===== config.mk =====
export PLATFORM = sky130hd
export DESIGN_NAME = bcf_unit
export DESIGN_NICKNAME = d
export VERILOG_FILES = /design/src/rtl/bcf_pkg.sv /design/src/rtl/bcf_decode.sv /design/src/rtl/bcf_cond.sv /design/src/rtl/bcf_target.sv /design/src/rtl/bcf_unit.sv
export SDC_FILE = /design/constraint.sdc
export NUM_CORES = 1
export LEC_CHECK = 0
export BUFFER_PORTS_ARGS = -buffer_cell sky130_fd_sc_hd__buf_2
export CAP_MARGIN = 20
export CORE_MARGIN = 3
export CORE_UTILIZATION = 55
export DETAILED_ROUTE_END_ITERATION = 10
export GPL_ROUTABILITY_DRIVEN = 0
export PLACE_DENSITY = 0.87
export SLEW_MARGIN = 30
export SYNTH_ARGS = -nofsm -noshare
export SYNTH_HDL_FRONTEND = slang
export SYNTH_HIERARCHICAL = 1
export SYNTH_SLANG_ARGS = --single-unit

===== constraint.sdc =====
create_clock -name clk -period 3.3 [get_ports clk]
set_input_delay 0.165 -clock clk [delete_from_list [all_inputs] [get_ports clk]]
set_output_delay 0.165 -clock clk [all_outputs]
set_load 0.02 [all_outputs]

===== src/rtl/bcf_pkg.sv =====
package bcf_pkg;

    localparam int IW   = 16;
    localparam int OFFW = 8;
    localparam int CCW  = 4;

    // Flag vector: bit 3 = N, bit 2 = Z, bit 1 = V, bit 0 = C
    typedef struct packed {
        logic n;
        logic z;
        logic v;
        logic c;
    } ccode_t;

    typedef enum logic [1:0] {
        K_OTHER  = 2'd0,
        K_BRANCH = 2'd1,
        K_CCOP   = 2'd2
    } kind_t;

    typedef struct packed {
        kind_t            kind;
        logic             hi_grp;
        logic [1:0]       code;
        logic             sense;
        logic [OFFW-1:0]  off;
        logic             set_sel;
        ccode_t           mask;
    } dec_t;

    // Upper eleven bits that mark a condition-code instruction
    localparam logic [10:0] CCOP_TAG = 11'b000_0000_0101;

    function automatic dec_t decode_word(input logic [IW-1:0] w);
        dec_t d;
        d.hi_grp  = w[15];
        d.code    = w[10:9];
        d.sense   = w[8];
        d.off     = w[7:0];
        d.set_sel = w[4];
        d.mask    = ccode_t'(w[3:0]);
        if (w[14:11] == 4'b0000 && (w[15] || w[10:8] != 3'b000))
            d.kind = K_BRANCH;
        else if (w[15:5] == CCOP_TAG)
            d.kind = K_CCOP;
        else
            d.kind = K_OTHER;
        return d;
    endfunction

    function automatic ccode_t apply_mask(input ccode_t cur, input ccode_t m,
                                          input logic setv);
        ccode_t r;
        if (setv) r = cur | m;
        else      r = cur & ~m;
        return r;
    endfunction

endpackage


===== src/rtl/bcf_decode.sv =====
module bcf_decode
    import bcf_pkg::*;
(
    input  logic [IW-1:0] word,
    output dec_t          dec
);
    always_comb dec = decode_word(word);
endmodule


===== src/rtl/bcf_cond.sv =====
module bcf_cond
    import bcf_pkg::*;
(
    input  logic       hi_grp,
    input  logic [1:0] code,
    input  logic       sense,
    input  ccode_t     cc,
    output logic       taken
);
    logic sgn_lt;
    logic base;

    always_comb begin
        sgn_lt = cc.n ^ cc.v;
        if (!hi_grp) begin
            unique case (code)
                2'd0: base = 1'b1;
                2'd1: base = cc.z;
                2'd2: base = sgn_lt;
                default: base = cc.z | sgn_lt;
            endcase
        end else begin
            unique case (code)
                2'd0: base = cc.n;
                2'd1: base = cc.c | cc.z;
                2'd2: base = cc.v;
                default: base = cc.c;
            endcase
        end
        taken = (base == sense);
    end
endmodule


===== src/rtl/bcf_target.sv =====
module bcf_target
    import bcf_pkg::*;
#(
    parameter int AW = 16
) (
    input  logic [AW-1:0]   pc_next,
    input  logic [OFFW-1:0] off,
    output logic [AW-1:0]   dest
);
    localparam int EXTW = AW - OFFW - 1;
    logic [AW-1:0] byte_off;

    generate
        if (EXTW > 0) begin : g_ext
            assign byte_off = {{EXTW{off[OFFW-1]}}, off, 1'b0};
        end else begin : g_trunc
            assign byte_off = AW'({off, 1'b0});
        end
    endgenerate

    assign dest = pc_next + byte_off;
endmodule


===== src/rtl/bcf_unit.sv =====
module bcf_unit
    import bcf_pkg::*;
#(
    parameter int AW = 16
) (
    input  logic                clk,
    input  logic                rst,
    input  logic                in_valid,
    input  logic [IW-1:0]       instr,
    input  logic [AW-1:0]       pc_next,
    input  logic [CCW-1:0]      cc_in,
    output logic                out_valid,
    output logic                take,
    output logic [AW-1:0]       target,
    output logic [CCW-1:0]      cc_out
);
    dec_t          dec;
    logic          cond_hit;
    logic [AW-1:0] br_dest;
    ccode_t        cc_cur;
    ccode_t        cc_nxt;
    logic          take_nxt;
    logic [AW-1:0] tgt_nxt;

    assign cc_cur = ccode_t'(cc_in);

    bcf_decode u_dec (
        .word (instr),
        .dec  (dec)
    );

    bcf_cond u_cond (
        .hi_grp (dec.hi_grp),
        .code   (dec.code),
        .sense  (dec.sense),
        .cc     (cc_cur),
        .taken  (cond_hit)
    );

    bcf_target #(.AW(AW)) u_tgt (
        .pc_next (pc_next),
        .off     (dec.off),
        .dest    (br_dest)
    );

    always_comb begin
        take_nxt = 1'b0;
        tgt_nxt  = pc_next;
        cc_nxt   = cc_cur;
        unique case (dec.kind)
            K_BRANCH: begin
                take_nxt = cond_hit;
                tgt_nxt  = br_dest;
            end
            K_CCOP:  cc_nxt = apply_mask(cc_cur, dec.mask, dec.set_sel);
            default: ;
        endcase
    end

    always_ff @(posedge clk) begin
        if (rst) begin
            out_valid <= 1'b0;
            take      <= 1'b0;
            target    <= '0;
            cc_out    <= '0;
        end else begin
            out_valid <= in_valid;
            take      <= in_valid & take_nxt;
            if (in_valid) begin
                target <= tgt_nxt;
                cc_out <= cc_nxt;
            end
        end
    end

    p_idle_after_reset_r1: assert property (@(posedge clk)
        rst |=> (!out_valid && !take));

    p_valid_follows_r1: assert property (@(posedge clk) disable iff (rst)
        in_valid |=> out_valid);

    p_valid_drops_r1: assert property (@(posedge clk) disable iff (rst)
        !in_valid |=> (!out_valid && !take));

    p_always_branch_r3: assert property (@(posedge clk) disable iff (rst)
        (in_valid && instr[15:8] == 8'h01) |=> take);

    p_flags_kept_r6: assert property (@(posedge clk) disable iff (rst)
        (in_valid && dec.kind == K_BRANCH) |=> (cc_out == $past(cc_in)));

    p_empty_mask_r8: assert property (@(posedge clk) disable iff (rst)
        (in_valid && dec.kind == K_CCOP && dec.mask == 4'b0000)
        |=> (cc_out == $past(cc_in)));

    p_no_take_r9: assert property (@(posedge clk) disable iff (rst)
        (in_valid && dec.kind != K_BRANCH) |=> !take);

    p_target_parity_r5: assert property (@(posedge clk) disable iff (rst)
        in_valid |=> (target[0] == $past(pc_next[0])));

endmodule


==> results.sh <==
export IMPL_outcome="completed"
export IMPL_pre_cts_ws_ns=0.915
export IMPL_die_w_um=64.7
export IMPL_synth_edf_count=0
export IMPL_critPathLaunch="pc_next[1]"
export IMPL_dp_cells=303
export IMPL_p_comb_share_pct=34.9
export IMPL_initial_core_util_pct=59.5
export IMPL_drt_total_wl_um=4160
export IMPL_period_share_pct=64.3
export IMPL_synth_cell_type_count=45
export IMPL_wire_per_inst_um=13.5
export IMPL_critPathArrivalTime_ns=2.36
export IMPL_min_path_type="in -> reg"
export IMPL_postRouteAntennaNets=0
export IMPL_worst_setup_path_type="in -> reg"
export IMPL_nFillCells=281
export IMPL_grt_max_degree=42
export IMPL_clkLatencyLatePin_ns=0.31
export IMPL_synth_top_area_cell="dfxtp_1"
export IMPL_antenna_found_initial=0
export IMPL_netlist_area_mm2=0.00189
export IMPL_ir_drop_mv=0.159
export IMPL_synthArstFlopShare_pct=0
export IMPL_fin_util_pct=65.9
export IMPL_synth_seq_area_share_pct=23.3
export IMPL_finalHoldViolCount=0
export IMPL_cts_buffer_depth=2
export IMPL_synthCells=227
export IMPL_grt_pass1_wl_um=6610
export IMPL_num_io_pins=61
export IMPL_post_cts_buffers=0
export IMPL_track_usage_pct=19.5
export IMPL_dpl_cell_area_mm2=0.00204
export IMPL_fin_nets=318
export IMPL_total_power_uw=770
export IMPL_fin_worst_skew_ns=0
export IMPL_ctsHoldBuffers=0
export IMPL_rsz0062_at_grt="no"
export IMPL_firstDrtPassIters=4
export IMPL_path_clk_slew_ns=0.13
export IMPL_drc=0
export IMPL_cts_resized=0
export IMPL_r2r_end="target[5]$_SDFFE_PP0P_"
export IMPL_tightestPinTransition_ns=0.770
export IMPL_ff2ff_path_depth=2
export IMPL_synth_top_area_share_pct=23.3
export IMPL_globalRouteOverflowTotal=0
export IMPL_hold_start="pc_next[6]"
export IMPL_cts_buffers=3
export IMPL_cp_endpoint="target[15]$_SDFFE_PP0P_"
export IMPL_p_switching_uw=250
export IMPL_tns_ns=0
export IMPL_internal_power_uw=520
export IMPL_holdWs_ns=0.120
export IMPL_final_cells=307
export IMPL_sequentialPowerShare_pct=38.0
export IMPL_fmaxAchievable_mhz=471
export IMPL_reg2reg_slack_ns=2.45
export IMPL_startpoint_type="input port"
export IMPL_power_density_mw_per_mm2=367
export IMPL_ys_seq_elements=22
export IMPL_syn_area_per_cell_um2=8.33
export IMPL_dp_hpwl_um=3140
export IMPL_die_h_um=64.7
export IMPL_clock_power_share_pct=27.1
export IMPL_ys_warn_count=6
export IMPL_p_sw_share_pct=32.5
export IMPL_required_ns=3.54
export IMPL_cts_sinks=22
export IMPL_critPathMaxFanout=3
export IMPL_r2r_start="target[5]$_SDFFE_PP0P_"
export IMPL_setup_violations=0
export IMPL_fp_row_count=20
export IMPL_core_mm2=0.00318
export IMPL_die_area_mm2=0.00418
export IMPL_htreeDepth=1
export IMPL_via_per_inst=5.58
export IMPL_setup_slack_ns=1.18
export IMPL_synth_fp_nets=281
export IMPL_dr_total_vias=1713
export IMPL_cap_violations=0
export IMPL_area_delta_synth_final_pct=10.8
export IMPL_cts_tree="built"
export IMPL_fin_area_mm2=0.00210
export IMPL_cts_root_buf="clkbuf_4"
export IMPL_synth_area_leaders="dfxtp_1 23%, ha_1 9.3%, a311oi_2 7.9%"
export IMPL_ys_flop_type="dfxtp_1"
export IMPL_final_min_clock_period_ns=2.12
export IMPL_relSlewSlack_pct=48.6
export IMPL_io_buffers=60
export IMPL_drive_gt1_share_pct=31.9
export IMPL_p_leak_nw=0.965
export IMPL_grt_pass1_vias=1530
export IMPL_drv_slew=0
export IMPL_diodes=0
export IMPL_drt_first_iter_violations=95
export IMPL_end_kind="flop"
-- cells by family after synthesis --
kind of cell | Yosys count | share of synthesized area [%]
fa+ha+maj | 15 | 10.3
mux | 4 | 2.12
flops | 22 | 23.3
buf+inv | 32 | 11.6
xor+xnor | 16 | 7.41
simple gates | 88 | 20.8
compound gates | 50 | 24.5
-- synthesized netlist by cell type, types with 2 or more instances --
cell type	n
nand2_1	39
nor2_1	29
dfxtp_1	22
buf_4	18
ha_1	14
a311oi_2	10
xnor2_1	10
a21oi_1	9
a311oi_1	6
xor2_1	6
a211oi_1	5
nand3_1	5
buf_6	4
inv_1	4
mux2i_1	4
nand3b_1	4
clkbuf_1	3
a211oi_2	2
a21oi_2	2
buf_1	2
nor2b_1	2
o2111ai_1	2
o21a_1	2
o21ai_1	2
-- sequential cells by signal, indices dropped and copies added (netlist names) --
name       flops
out_valid      1
take           1
target        16
cc_out         4
-- critical path, cell delays in order --
cell and delay (ns):
buf_2 0.11, ha_1 0.22, fa_1 0.40, a21oi_1 0.30, o221a_4 0.27, o21a_1 0.16, o211ai_2 0.10, a21oi_2 0.18
xnor2_1 0.13, nand2_1 0.07, a311oi_2 0.27
-- per-layer routing --
layer | vias to the layer above | GRT usage [%] | part of all wire, %
met5 | - | 0 | 0
met3 | 0 | 1.39 | 5.4
li1 | 864 | - | -
met2 | 56 | 34.3 | 49
met4 | 0 | 6.86 | 0
met1 | 793 | 25.1 | 46
-- power by group through the flow --
stage          Clock (mW)  Sequential [mW]  Combinational (mW)
3_3_place_gp            0            0.298               0.259
3_5_place_dp            0            0.299               0.264
4_1_cts             0.213            0.293               0.267
6_report            0.209            0.293               0.269
2_1_floorplan           0            0.321               0.185
5_1_grt             0.226            0.295               0.294
-- placed cells by master (no fill, tap or decap), types with 2 or more instances in the layout --
| cell | instances |
|---|---|
| clkbuf_4 | 3 |
| nand3_1 | 5 |
| nand2_1 | 39 |
| o21ai_1 | 2 |
| a311oi_2 | 10 |
| a21oi_2 | 2 |
| a21oi_1 | 9 |
| xor2_1 | 6 |
| a311oi_1 | 6 |
| buf_2 | 60 |
| a211oi_1 | 5 |
| mux2i_1 | 4 |
| dfxtp_1 | 22 |
| inv_1 | 4 |
| o21a_1 | 2 |
| o2111ai_1 | 2 |
| nor2b_1 | 2 |
| nand3b_1 | 4 |
| xnor2_1 | 10 |
| a211oi_2 | 2 |
| ha_1 | 14 |
| nor2_1 | 29 |
-- cell type report --
type | count | area [µm²] | share of cell area (%)
multi-input cells | 173 | 1230 | 58.8
flip-flops and latches | 22 | 440 | 21.0
repair buffers | 60 | 300 | 14.3
well taps | 44 | 55.1 | 2.63
clock inverters | 1 | 30.0 | 1.43
clock buffers | 3 | 22.5 | 1.07
inverters | 4 | 15.0 | 0.716
-- worst min-delay path by stage --
stage	end	slack, ns	cells past startpoint
CTS	target[8]$_SDFFE_PP0P_	0.11	3
detailed placement	target[8]$_SDFFE_PP0P_	0.46	3
global route	target[6]$_SDFFE_PP0P_	0.11	3
floorplan	out_valid$_SDFF_PP0_	0.24	1
global placement	target[6]$_SDFFE_PP0P_	0.45	3
finish	target[6]$_SDFFE_PP0P_	0.12	3
Power figures use the tool's default switching activity.
